--- src/rtl/f2h_pkg.sv ---
package f2h_pkg;
  localparam int SP_W      = 32;
  localparam int SP_EXP_W  = 8;
  localparam int SP_FRAC_W = 23;
  localparam int SP_BIAS   = 127;
  localparam int HP_W      = 16;
  localparam int HP_EXP_W  = 5;
  localparam int HP_FRAC_W = 10;
  localparam int HP_BIAS   = 15;

  localparam int SIG_W     = SP_FRAC_W + 1;            // significand with hidden one
  localparam int DROP_W    = SP_FRAC_W - HP_FRAC_W;    // bits lost on a normal result
  localparam int EXP_W     = SP_EXP_W + 2;             // signed working exponent
  localparam int MIN_NORM_E = 1 - HP_BIAS;             // -14
  localparam int MIN_SUB_E  = MIN_NORM_E - HP_FRAC_W;  // -24
  localparam int MAX_STD_E  = HP_BIAS;                 // 15
  localparam int MAX_ALT_E  = HP_BIAS + 1;             // 16

  typedef enum logic [1:0] {
    RND_NEAR_EVEN = 2'd0,
    RND_UP        = 2'd1,
    RND_DOWN      = 2'd2,
    RND_ZERO      = 2'd3
  } rnd_e;

  typedef struct packed {
    logic                 sign;
    logic [SP_EXP_W-1:0]  exp;
    logic [SP_FRAC_W-1:0] frac;
  } sp_t;

  typedef struct packed {
    logic [HP_W-1:0] half;
    logic            invalid;
    logic            overflow;
    logic            underflow;
    logic            inexact;
  } res_t;
endpackage

--- src/rtl/f2h_special.sv ---
module f2h_special
  import f2h_pkg::*;
(
  input  sp_t  op,
  output logic take,
  output res_t res
);
  localparam logic [SP_EXP_W-1:0] EXP_ONES = '1;
  localparam logic [SP_FRAC_W-1:0] QUIET_BIT = SP_FRAC_W'(1) << (SP_FRAC_W - 1);

  logic                 frac_nz;
  logic [SP_FRAC_W-1:0] frac_q;

  always_comb begin
    frac_nz = |op.frac;
    frac_q  = frac_nz ? (op.frac | QUIET_BIT) : op.frac;
    res     = '0;
    take    = 1'b0;
    if (op.exp == EXP_ONES) begin
      take        = 1'b1;
      res.half    = {op.sign, {HP_EXP_W{1'b1}}, HP_FRAC_W'(frac_q >> DROP_W)};
      res.invalid = frac_nz & ~op.frac[SP_FRAC_W-1];
    end else if (op.exp == '0) begin
      take          = 1'b1;
      res.half      = {op.sign, {(HP_W-1){1'b0}}};
      res.underflow = frac_nz;
      res.inexact   = frac_nz;
    end
  end
endmodule

--- src/rtl/f2h_round.sv ---
module f2h_round
  import f2h_pkg::*;
(
  input  sp_t                     op,
  input  rnd_e                    mode,
  output logic [SIG_W-1:0]        sig_o,
  output logic signed [EXP_W-1:0] exp_o,
  output logic                    lost_o,
  output logic                    tiny_o
);
  localparam logic signed [EXP_W-1:0] E_MIN_NORM = EXP_W'(MIN_NORM_E);
  localparam logic signed [EXP_W-1:0] E_MIN_SUB  = EXP_W'(MIN_SUB_E);
  localparam logic signed [EXP_W-1:0] E_CLAMP    = EXP_W'(MIN_SUB_E - 1);
  localparam logic [SIG_W-1:0] FULL_MASK   = {1'b0, {SP_FRAC_W{1'b1}}};
  localparam logic [SIG_W-1:0] NORMAL_MASK = SIG_W'((1 << DROP_W) - 1);

  logic signed [EXP_W-1:0] e_unb;
  logic signed [EXP_W-1:0] e_use;
  logic [EXP_W-1:0]        sh;
  logic [SIG_W-1:0]        sig, mask, rem, half_ulp, inc;
  logic [SIG_W:0]          sum;

  always_comb begin
    e_unb  = $signed(EXP_W'(op.exp)) - $signed(EXP_W'(SP_BIAS));
    e_use  = e_unb;
    sig    = {1'b1, op.frac};
    tiny_o = e_unb < E_MIN_NORM;
    sh     = e_unb - E_MIN_SUB;
    if (e_unb < E_MIN_SUB) begin
      e_use = E_CLAMP;
      mask  = FULL_MASK;
    end else if (tiny_o) begin
      mask  = FULL_MASK >> sh;
    end else begin
      mask  = NORMAL_MASK;
    end
    rem      = sig & mask;
    lost_o   = |rem;
    half_ulp = (mask + SIG_W'(1)) >> 1;
    case (mode)
      RND_NEAR_EVEN: inc = (rem == half_ulp) ? (sig & (half_ulp << 1)) : half_ulp;
      RND_UP:        inc = op.sign ? '0 : mask;
      RND_DOWN:      inc = op.sign ? mask : '0;
      default:       inc = '0;
    endcase
    if (!lost_o) inc = '0;
    sum = {1'b0, sig} + {1'b0, inc};
    if (sum[SIG_W]) begin
      sig_o = sum[SIG_W:1];
      exp_o = e_use + EXP_W'(1);
    end else begin
      sig_o = sum[SIG_W-1:0];
      exp_o = e_use;
    end
  end
endmodule

--- src/rtl/f2h_pack.sv ---
module f2h_pack
  import f2h_pkg::*;
(
  input  logic                    sign,
  input  logic [SIG_W-1:0]        sig_i,
  input  logic signed [EXP_W-1:0] exp_i,
  input  logic                    lost_i,
  input  logic                    tiny_i,
  input  logic                    alt_range,
  input  logic                    tiny_early,
  output res_t                    res
);
  localparam logic signed [EXP_W-1:0] E_MIN_NORM = EXP_W'(MIN_NORM_E);
  localparam logic signed [EXP_W-1:0] E_MIN_SUB  = EXP_W'(MIN_SUB_E);
  localparam logic signed [EXP_W-1:0] E_MAX_STD  = EXP_W'(MAX_STD_E);
  localparam logic signed [EXP_W-1:0] E_MAX_ALT  = EXP_W'(MAX_ALT_E);
  localparam int TOP_W = SIG_W - DROP_W;
  localparam int PAD_W = HP_W - 1 - TOP_W;

  logic signed [EXP_W-1:0] thr;
  logic [EXP_W-1:0]        dsh;
  logic [SIG_W-1:0]        sig_sh;
  logic [TOP_W-1:0]        top_bits;
  logic [HP_EXP_W-1:0]     ef;
  logic [HP_W-2:0]         body;

  always_comb begin
    res      = '0;
    thr      = alt_range ? E_MAX_ALT : E_MAX_STD;
    dsh      = E_MIN_NORM - exp_i;
    sig_sh   = sig_i;
    ef       = HP_EXP_W'(exp_i - E_MIN_NORM);
    if (exp_i < E_MIN_NORM) begin
      sig_sh = sig_i >> dsh;
      ef     = '0;
    end
    top_bits = TOP_W'(sig_sh >> DROP_W);
    body     = {ef, {HP_FRAC_W{1'b0}}} + {{PAD_W{1'b0}}, top_bits};
    if (exp_i > thr) begin
      res.half     = {sign, {HP_EXP_W{1'b1}},
                      alt_range ? {HP_FRAC_W{1'b1}} : {HP_FRAC_W{1'b0}}};
      res.overflow = 1'b1;
      res.inexact  = 1'b1;
    end else if (exp_i < E_MIN_SUB) begin
      res.half      = {sign, {(HP_W-1){1'b0}}};
      res.underflow = 1'b1;
      res.inexact   = 1'b1;
    end else begin
      res.half      = {sign, body};
      res.inexact   = lost_i;
      res.underflow = tiny_i & (lost_i | tiny_early);
    end
  end
endmodule

--- src/rtl/f2h_narrow.sv ---
module f2h_narrow
  import f2h_pkg::*;
(
  input  logic        clk,
  input  logic        rst,
  input  logic        in_valid,
  input  logic [31:0] in_word,
  input  logic [1:0]  rnd_mode,
  input  logic        alt_range,
  input  logic        tiny_early,
  output logic        out_valid,
  output logic [15:0] out_half,
  output logic        out_invalid,
  output logic        out_overflow,
  output logic        out_underflow,
  output logic        out_inexact
);
  sp_t                     op;
  logic                    sp_take;
  res_t                    sp_res, nm_res, res_d, res_q;
  logic [SIG_W-1:0]        r_sig;
  logic signed [EXP_W-1:0] r_exp;
  logic                    r_lost, r_tiny;
  logic                    valid_q;

  assign op = sp_t'(in_word);

  f2h_special u_special (
    .op   (op),
    .take (sp_take),
    .res  (sp_res)
  );

  f2h_round u_round (
    .op     (op),
    .mode   (rnd_e'(rnd_mode)),
    .sig_o  (r_sig),
    .exp_o  (r_exp),
    .lost_o (r_lost),
    .tiny_o (r_tiny)
  );

  f2h_pack u_pack (
    .sign       (op.sign),
    .sig_i      (r_sig),
    .exp_i      (r_exp),
    .lost_i     (r_lost),
    .tiny_i     (r_tiny),
    .alt_range  (alt_range),
    .tiny_early (tiny_early),
    .res        (nm_res)
  );

  assign res_d = sp_take ? sp_res : nm_res;

  always_ff @(posedge clk) begin
    if (rst) begin
      valid_q <= 1'b0;
      res_q   <= '0;
    end else begin
      valid_q <= in_valid;
      if (in_valid) res_q <= res_d;
    end
  end

  assign out_valid     = valid_q;
  assign out_half      = res_q.half;
  assign out_invalid   = res_q.invalid;
  assign out_overflow  = res_q.overflow;
  assign out_underflow = res_q.underflow;
  assign out_inexact   = res_q.inexact;
endmodule

--- config.mk ---
export PLATFORM = sky130hd
export DESIGN_NAME = f2h_narrow
export DESIGN_NICKNAME = d
export VERILOG_FILES = /design/src/rtl/f2h_pkg.sv /design/src/rtl/f2h_special.sv /design/src/rtl/f2h_round.sv /design/src/rtl/f2h_pack.sv /design/src/rtl/f2h_narrow.sv
export SDC_FILE = /design/constraint.sdc
export NUM_CORES = 1
export LEC_CHECK = 0
export CORE_ASPECT_RATIO = 0.5
export CORE_MARGIN = 2
export CORE_UTILIZATION = 50
export DETAILED_ROUTE_END_ITERATION = 8
export DONT_BUFFER_PORTS = 1
export MAX_ROUTING_LAYER = met4
export PLACE_DENSITY = 0.65
export SLEW_MARGIN = 20
export SYNTH_ARGS = -nofsm -noshare
export SYNTH_HDL_FRONTEND = slang
export SYNTH_SLANG_ARGS = --single-unit
--- constraint.sdc ---
create_clock -name clk -period 27 [get_ports clk]
set_input_delay 5.4 -clock clk [delete_from_list [all_inputs] [get_ports clk]]
set_output_delay 5.4 -clock clk [all_outputs]
set_load 0.005 [all_outputs]
==> results of run 1 <==
==> routing by layer <==
layer	track usage (%)	vias to the layer above	share of wire, %
li1	-	3875	-
met1	54.6	3919	45
met2	55.4	581	39
met3	8.36	80	13
met4	10.1	0	2.7
met5	-	-	0
==> layout make-up <==
cell class	instances	area (um2)	share of cell area, %
multi-input cells	916	6070	86.9
inverters	37	139	1.99
well taps	176	220	3.15
flip-flops and latches	21	420	6.02
repair buffers	7	52.6	0.752
diodes	2	5.00	0.0716
clock buffers	4	78.8	1.13
==> cell families (layout without fill, tap and decap cells) <==
group,after synthesis,count (layout)
AND/OR/NAND/NOR,445,445
AO/OA/AOI/OAI,376,376
buffers and inverters,94,48
XOR/XNOR,46,46
adder cells (fa/ha/maj),38,38
flip-flops,21,21
multiplexers,11,11
other,0,2
==> worst min-delay path: cells and delay by family (launching register included) <==
kind               cells  cell delay (ns)
AOI/OAI and AO/OA      1             0.05
and+or+nand+nor        1             0.06
DFF                    1             0.32
==> synthesized netlist by cell type, drive strengths merged (6+ instances only) <==
master	count	area [um2]
a311oi	12	105
nand4	15	93.8
or3	11	68.8
nand3	34	170
o22ai	7	43.8
nor2b	15	93.8
o21ai	52	287
a211o	11	96.3
mux2	6	67.6
or2	10	62.6
or4	12	105
nor3	42	220
nor4	11	75.1
a2111oi	10	119
nor2	127	487
o211ai	15	131
a41oi	9	105
a311o	7	70.1
a31oi	26	184
o311ai	9	96.4
clkbuf	33	124
xor2	12	105
o2111ai	7	61.3
nand2b	11	68.8
and2	13	83.8
a221oi	7	61.3
o21a	12	90.1
a211oi	21	173
ha	38	475
inv	35	131
and3	19	119
buf	24	139
nand2	105	399
a21oi	63	319
a21o	38	285
xnor2	34	298
dfxtp	21	420
o31ai	12	95.1
==> flip-flops by register name (all words and copies together), names as in the netlist <==
register	flops
out_half	16
out_inexact	1
out_invalid	1
out_overflow	1
out_underflow	1
out_valid	1
==> how the worst min path moves through the flow <==
stage | start | endpoint | slack (ns) | cells past startpoint
3_3_place_gp | out_overflow$_SDFFE_PP0P_ | out_overflow$_SDFFE_PP0P_ | 0.46 | 2
6_report | out_overflow$_SDFFE_PP0P_ | out_overflow$_SDFFE_PP0P_ | 0.47 | 2
5_1_grt | out_overflow$_SDFFE_PP0P_ | out_overflow$_SDFFE_PP0P_ | 0.49 | 2
2_1_floorplan | out_half[13]$_SDFFE_PP0P_ | out_half[13]$_SDFFE_PP0P_ | 0.46 | 2
4_1_cts | out_overflow$_SDFFE_PP0P_ | out_overflow$_SDFFE_PP0P_ | 0.48 | 2
3_5_place_dp | out_overflow$_SDFFE_PP0P_ | out_overflow$_SDFFE_PP0P_ | 0.47 | 2
==> power groups by stage <==
stage               logic, W  registers [W]  clock network (W)
finish              0.000188      0.0000354          0.0000301
CTS                 0.000181      0.0000354          0.0000305
floorplan           0.000142      0.0000354                  0
global placement    0.000180      0.0000360                  0
detailed placement  0.000180      0.0000360                  0
global route        0.000202      0.0000357          0.0000323
==> through the flow <==
step / util, % / instances / hold slack [ns]
floorplan: - / 1031 / 0.458
finish: 51.7 / 1163 / 0.474
global placement: 51.1 / 1157 / 0.464
detailed placement: 51.1 / 1157 / 0.467
CTS: 51.6 / 1161 / 0.476
global route: 51.7 / 1161 / 0.493
==> impl_metrics.yaml, run 1 <==
cells_and_area:
  drive_gt1_share_pct: 6.60
  final_cell_area_um2: 6990
  final_cell_mix: "nor2_1, nand2_1, a21oi_1, o21ai_0, nor3_1"
  fillers: 1390
  final_common_cell: "nor2_1"
  layout.nets: 1063
  area_delta_synth_final_pct: 1.42
clock_network:
  cts_setup_buffers: 0
  htree_levels: 1
  cts_hold_buf: 0
  clk_path_buf_depth: 2
  numCtsBuffers: 3
  cts_resized: 0
  clk_latency_ns: 0.25
  clock-root-buffer: "clkbuf_16"
  cts_tree: "built"
  clock_sinks: 21
  clkTransAtPathRegs_ns: 0.05
synth:
  synth_edf_count: 0
  synth-adder-area-share_pct: 6.90
  async_reset_ff_share_pct: 0
  ys_seq_area_share_pct: 6.10
  synth_top_family_by_area: "compound AO/OA/AOI/OAI gates"
  synth_seq_cells: 21
  syn_area_per_cell_um2: 6.68
  ys_types: 101
  synthFlopType: "dfxtp_1"
  synth_xor_xnor_area_share_pct: 5.85
  synth_nets: 1108
  synth_simple_gate_area_share_pct: 32.1
  synth_compound_area_share_pct: 41.5
  syn_inst: 1031
  syn_area_um2: 6890
  yosys_warnings: 0
  synth.area.mux_share_pct: 1.71
detailed_routing:
  first_pass_iters: 6
  via_per_inst: 7.27
  detail-route-antenna-nets: 0
  drc: 0
  first_iter_violations: 1083
  wire_per_inst_um: 24.5
  dr_total_vias: 8455
  wl_um: 28500
floorplan:
  start_util_pct: 51.0
  ios: 60
  rows: 30
  coreArea_um2: 13500
  die-height_um: 87.0
  die_x_um: 170
  dieArea_um2: 14800
power:
  power_frac_seq_pct: 14.0
  switching_share_pct: 52.7
  power_w: 0.000253
  irDropWorstVdd_mv: 0.0170
  p_leak_nw: 2.73
  p_switching_w: 0.000133
  combPwrFrac_pct: 74.2
  p_int_w: 0.000120
  clock_power_share_pct: 11.9
  cellPowerDensity_nw_per_um2: 36.2
worst_setup_path:
  cpMaxStageDelayCell: "nor2_2"
  cp-endpoint: "out_half[14]$_SDFFE_PP0P_"
  critPathMaxFanout: 24
  cp_num_buf_inv: 4
  crit_top_cell: "ha_1"
  path_delay_family: "compound AO/OA/AOI/OAI gates"
  critical_path_class: "in -> reg"
  rrSetupSlack_ns: 25.90
  critPathLaunchType: "primary input"
  r2r-end: "out_half[5]$_SDFFE_PP0P_"
  crit_path_start: "in_word[23]"
  rr_startpoint: "out_half[5]$_SDFFE_PP0P_"
  end_kind: "flip-flop"
  path_depth: 47
  crit_path_max_incr_delay_ns: 0.78
  worst_ep_required_time_ns: 27.15
  r2r_cells: 4
  cp.arrival_ns: 19.18
status:
  outcome: "finished clean"
worst_hold_path:
  hold_path_class: "reg -> reg"
job:
  cap_violations: 0
placed_design:
  dpl.hpwl_um: 22600
  place_area_um2: 6900
  place_ws_ns: 8.00
  io_buffers: 0
  routabilityCongestion: 1.07
sta:
  slew_headroom_pct: 19.9
  rsz0062_at_grt: "false"
  tns_ns: 0
  finClkSkew_ns: 0
  layout_setup_ws_ns: 7.98
  min_period_over_period_pct: 70.5
  drv_slew: 0
  worst_pin_slew_ns: 1.20
  setup_viol: 0
  max_freq_mhz: 52.6
  finalCriticalPeriod_ns: 19.02
  hold_viol: 0
global_routing:
  antenna_found_initial: 0
  grt.total_usage_pct: 38.7
  grt_max_degree: 34
  grt_pass1_vias: 7614
  grt_pass1_wl_um: 43700
  grt_overflow: 0
(Power assumes the default switching activity.)
==> run 2: changes to the inputs <==
PLACE_DENSITY = 0.68   (was 0.65)
clock period = 16.4 ns   (was 27 ns; I/O delays follow)
==> run 2 against run 1 <==
Worst setup slack got worse by 6.9 ns. Combinational power increased by 66%. Sequential power increased by 64%. Utilization increased by 0.40 points. Design area increased by 0.77%. Non-clock buffer count increased by 7. First-iteration DRC count increased by 0.46%. Cell count increased by 0.52%. Critical path type unchanged. Largest cell class unchanged. Largest power group unchanged.
==> impl_metrics.yaml, run 2 (synthesis results as in run 1) <==
status:
  outcome: "finished clean"
global_routing:
  grt_pass1_vias: 7522
  grt.total_usage_pct: 38.8
  grt_max_degree: 34
  antenna_found_initial: 1
  grt_pass1_wl_um: 43700
  grt_overflow: 0
worst_setup_path:
  critical_path_class: "in -> reg"
  end_kind: "flip-flop"
  crit_top_cell: "ha_1"
  critPathMaxFanout: 23
  cp.arrival_ns: 15.50
  crit_path_max_incr_delay_ns: 0.76
  worst_ep_required_time_ns: 16.53
  critPathLaunchType: "primary input"
  r2r_cells: 4
  cpMaxStageDelayCell: "or4_1"
power:
  clock_power_share_pct: 12.1
  power_frac_seq_pct: 13.8
  irDropWorstVdd_mv: 0.0312
  cellPowerDensity_nw_per_um2: 59.8
  switching_share_pct: 52.6
  p_switching_w: 0.000222
  p_leak_nw: 2.77
  p_int_w: 0.000199
  combPwrFrac_pct: 74.1
clock_network:
  clk_latency_ns: 0.25
  clock-root-buffer: "clkbuf_16"
  clk_path_buf_depth: 2
  clkTransAtPathRegs_ns: 0.06
  numCtsBuffers: 3
  htree_levels: 1
  clock_sinks: 21
  cts_tree: "built"
cells_and_area:
  layout.nets: 1070
  multi_input_area_um2: 6070
  fillers: 1404
  final_common_cell: "nor2_1"
  regArea_um2: 420
  final_cell_mix: "nor2_1, nand2_1, a21oi_1, o21ai_0, nor3_1"
  largest_reg_flops: 16
  final_cell_area_um2: 7040
  post-route-util_pct: 52.1
  drive_gt1_share_pct: 7.36
  area_delta_synth_final_pct: 2.20
sta:
  finalCriticalPeriod_ns: 15.37
  rsz0062_at_grt: "false"
  hold_viol: 0
  max_freq_mhz: 65.1
  slew_headroom_pct: 29.3
  finClkSkew_ns: 0
  worst_pin_slew_ns: 1.06
  tns_ns: 0
  min_period_over_period_pct: 93.7
  setup_viol: 0
  drv_slew: 0
  holdWs_ns: 0.472
worst_hold_path:
  hold_depth: 2
  hold_path_class: "reg -> reg"
detailed_routing:
  drc: 0
  via_per_inst: 7.24
  dr_total_vias: 8463
  wire_per_inst_um: 24.4
  detail-route-antenna-nets: 0
  first_iter_violations: 1088
  wl_um: 28600
  first_pass_iters: 8
floorplan:
  die-height_um: 87.0
  die_x_um: 170
  start_util_pct: 51.0
  coreArea_um2: 13500
  ios: 60
  dieArea_um2: 14800
  rows: 30
placed_design:
  dpl.hpwl_um: 22600
  io_buffers: 0
  place_area_um2: 6950
  routabilityCongestion: 1.03
job:
  cap_violations: 0
-- run 2: cell count changes in the layout (fill, tap and decap cells not counted) --
cell       previous run  this run
o21bai_2              1         0
o21bai_1              4         5
clkbuf_1              1         0
a2111oi_0             7         6
diode_2               2         1
clkinv_2              0         1
buf_4                 7        14
a2111oi_2             2         3
-- run 2: power by group through the flow --
stage / Clock [W] / Combinational, W / Sequential (W)
2_1_floorplan: 0 / 0.000234 / 0.0000583
3_3_place_gp: 0 / 0.000302 / 0.0000592
4_1_cts: 0.0000514 / 0.000301 / 0.0000582
3_5_place_dp: 0 / 0.000299 / 0.0000593
5_1_grt: 0.0000543 / 0.000338 / 0.0000587
6_report: 0.0000507 / 0.000312 / 0.0000581
-- run 2: metal layers --
layer  global-route usage, %  part of all wire (%)  up-vias
met1                    55.3                    46     3939
met4                    8.70                   2.2        0
met5                       -                     0        -
met2                    55.2                    39      566
li1                        -                     -     3894
met3                    8.86                    13       64
-- run 2: worst paths after layout --
kind                                           startpoint                   endpoint  slack (ns)
worst min-delay path            out_overflow$_SDFFE_PP0P_  out_overflow$_SDFFE_PP0P_        0.47
worst min register to register  out_overflow$_SDFFE_PP0P_  out_overflow$_SDFFE_PP0P_        0.47
worst max register to register   out_half[5]$_SDFFE_PP0P_   out_half[5]$_SDFFE_PP0P_       15.26
worst max-delay path                          in_word[23]  out_half[13]$_SDFFE_PP0P_        1.03
-- run 2: area by class of cell --
| class | instances | share of cell area [%] |
|---|---|---|
| Clock inverter | 1 | 0.0711 |
| Tap cell | 176 | 3.13 |
| Multi-Input combinational cell | 916 | 86.3 |
| Timing Repair Buffer | 14 | 1.49 |
| Sequential cell | 21 | 5.97 |
| Clock buffer | 3 | 1.07 |
| Antenna cell | 1 | 0.0355 |
| Inverter | 37 | 1.97 |
-- run 2: through the flow --
| stage | setup WS (ns) | cells | total power [W] |
|---|---|---|---|
| floorplan | 1.74 | 1031 | 0.000293 |
| global placement | 0.867 | 1164 | 0.000361 |
| detailed placement | 0.636 | 1164 | 0.000358 |
| CTS | 0.855 | 1168 | 0.000410 |
| global route | 0.198 | 1169 | 0.000451 |
| finish | 1.03 | 1169 | 0.000421 |
-- run 2: repair_timing --
action / 4_1_cts / 5_1_grt
resized for setup: 0 / 2
hold buffers: 0 / 0
endpoints found under the setup margin: 0 / 2
buffers inserted: 0 / 0
-- run 2: critical path: cells and delay by family --
| kind | cells | cell delay (ns) |
|---|---|---|
| AOI/OAI and AO/OA | 18 | 4.30 |
| and+or+nand+nor | 12 | 2.98 |
| adders and majority gates | 6 | 2.20 |
| buffers and inverters | 5 | 0.98 |
| xor gates and xnor gates | 3 | 0.92 |
| muxes | 2 | 0.82 |
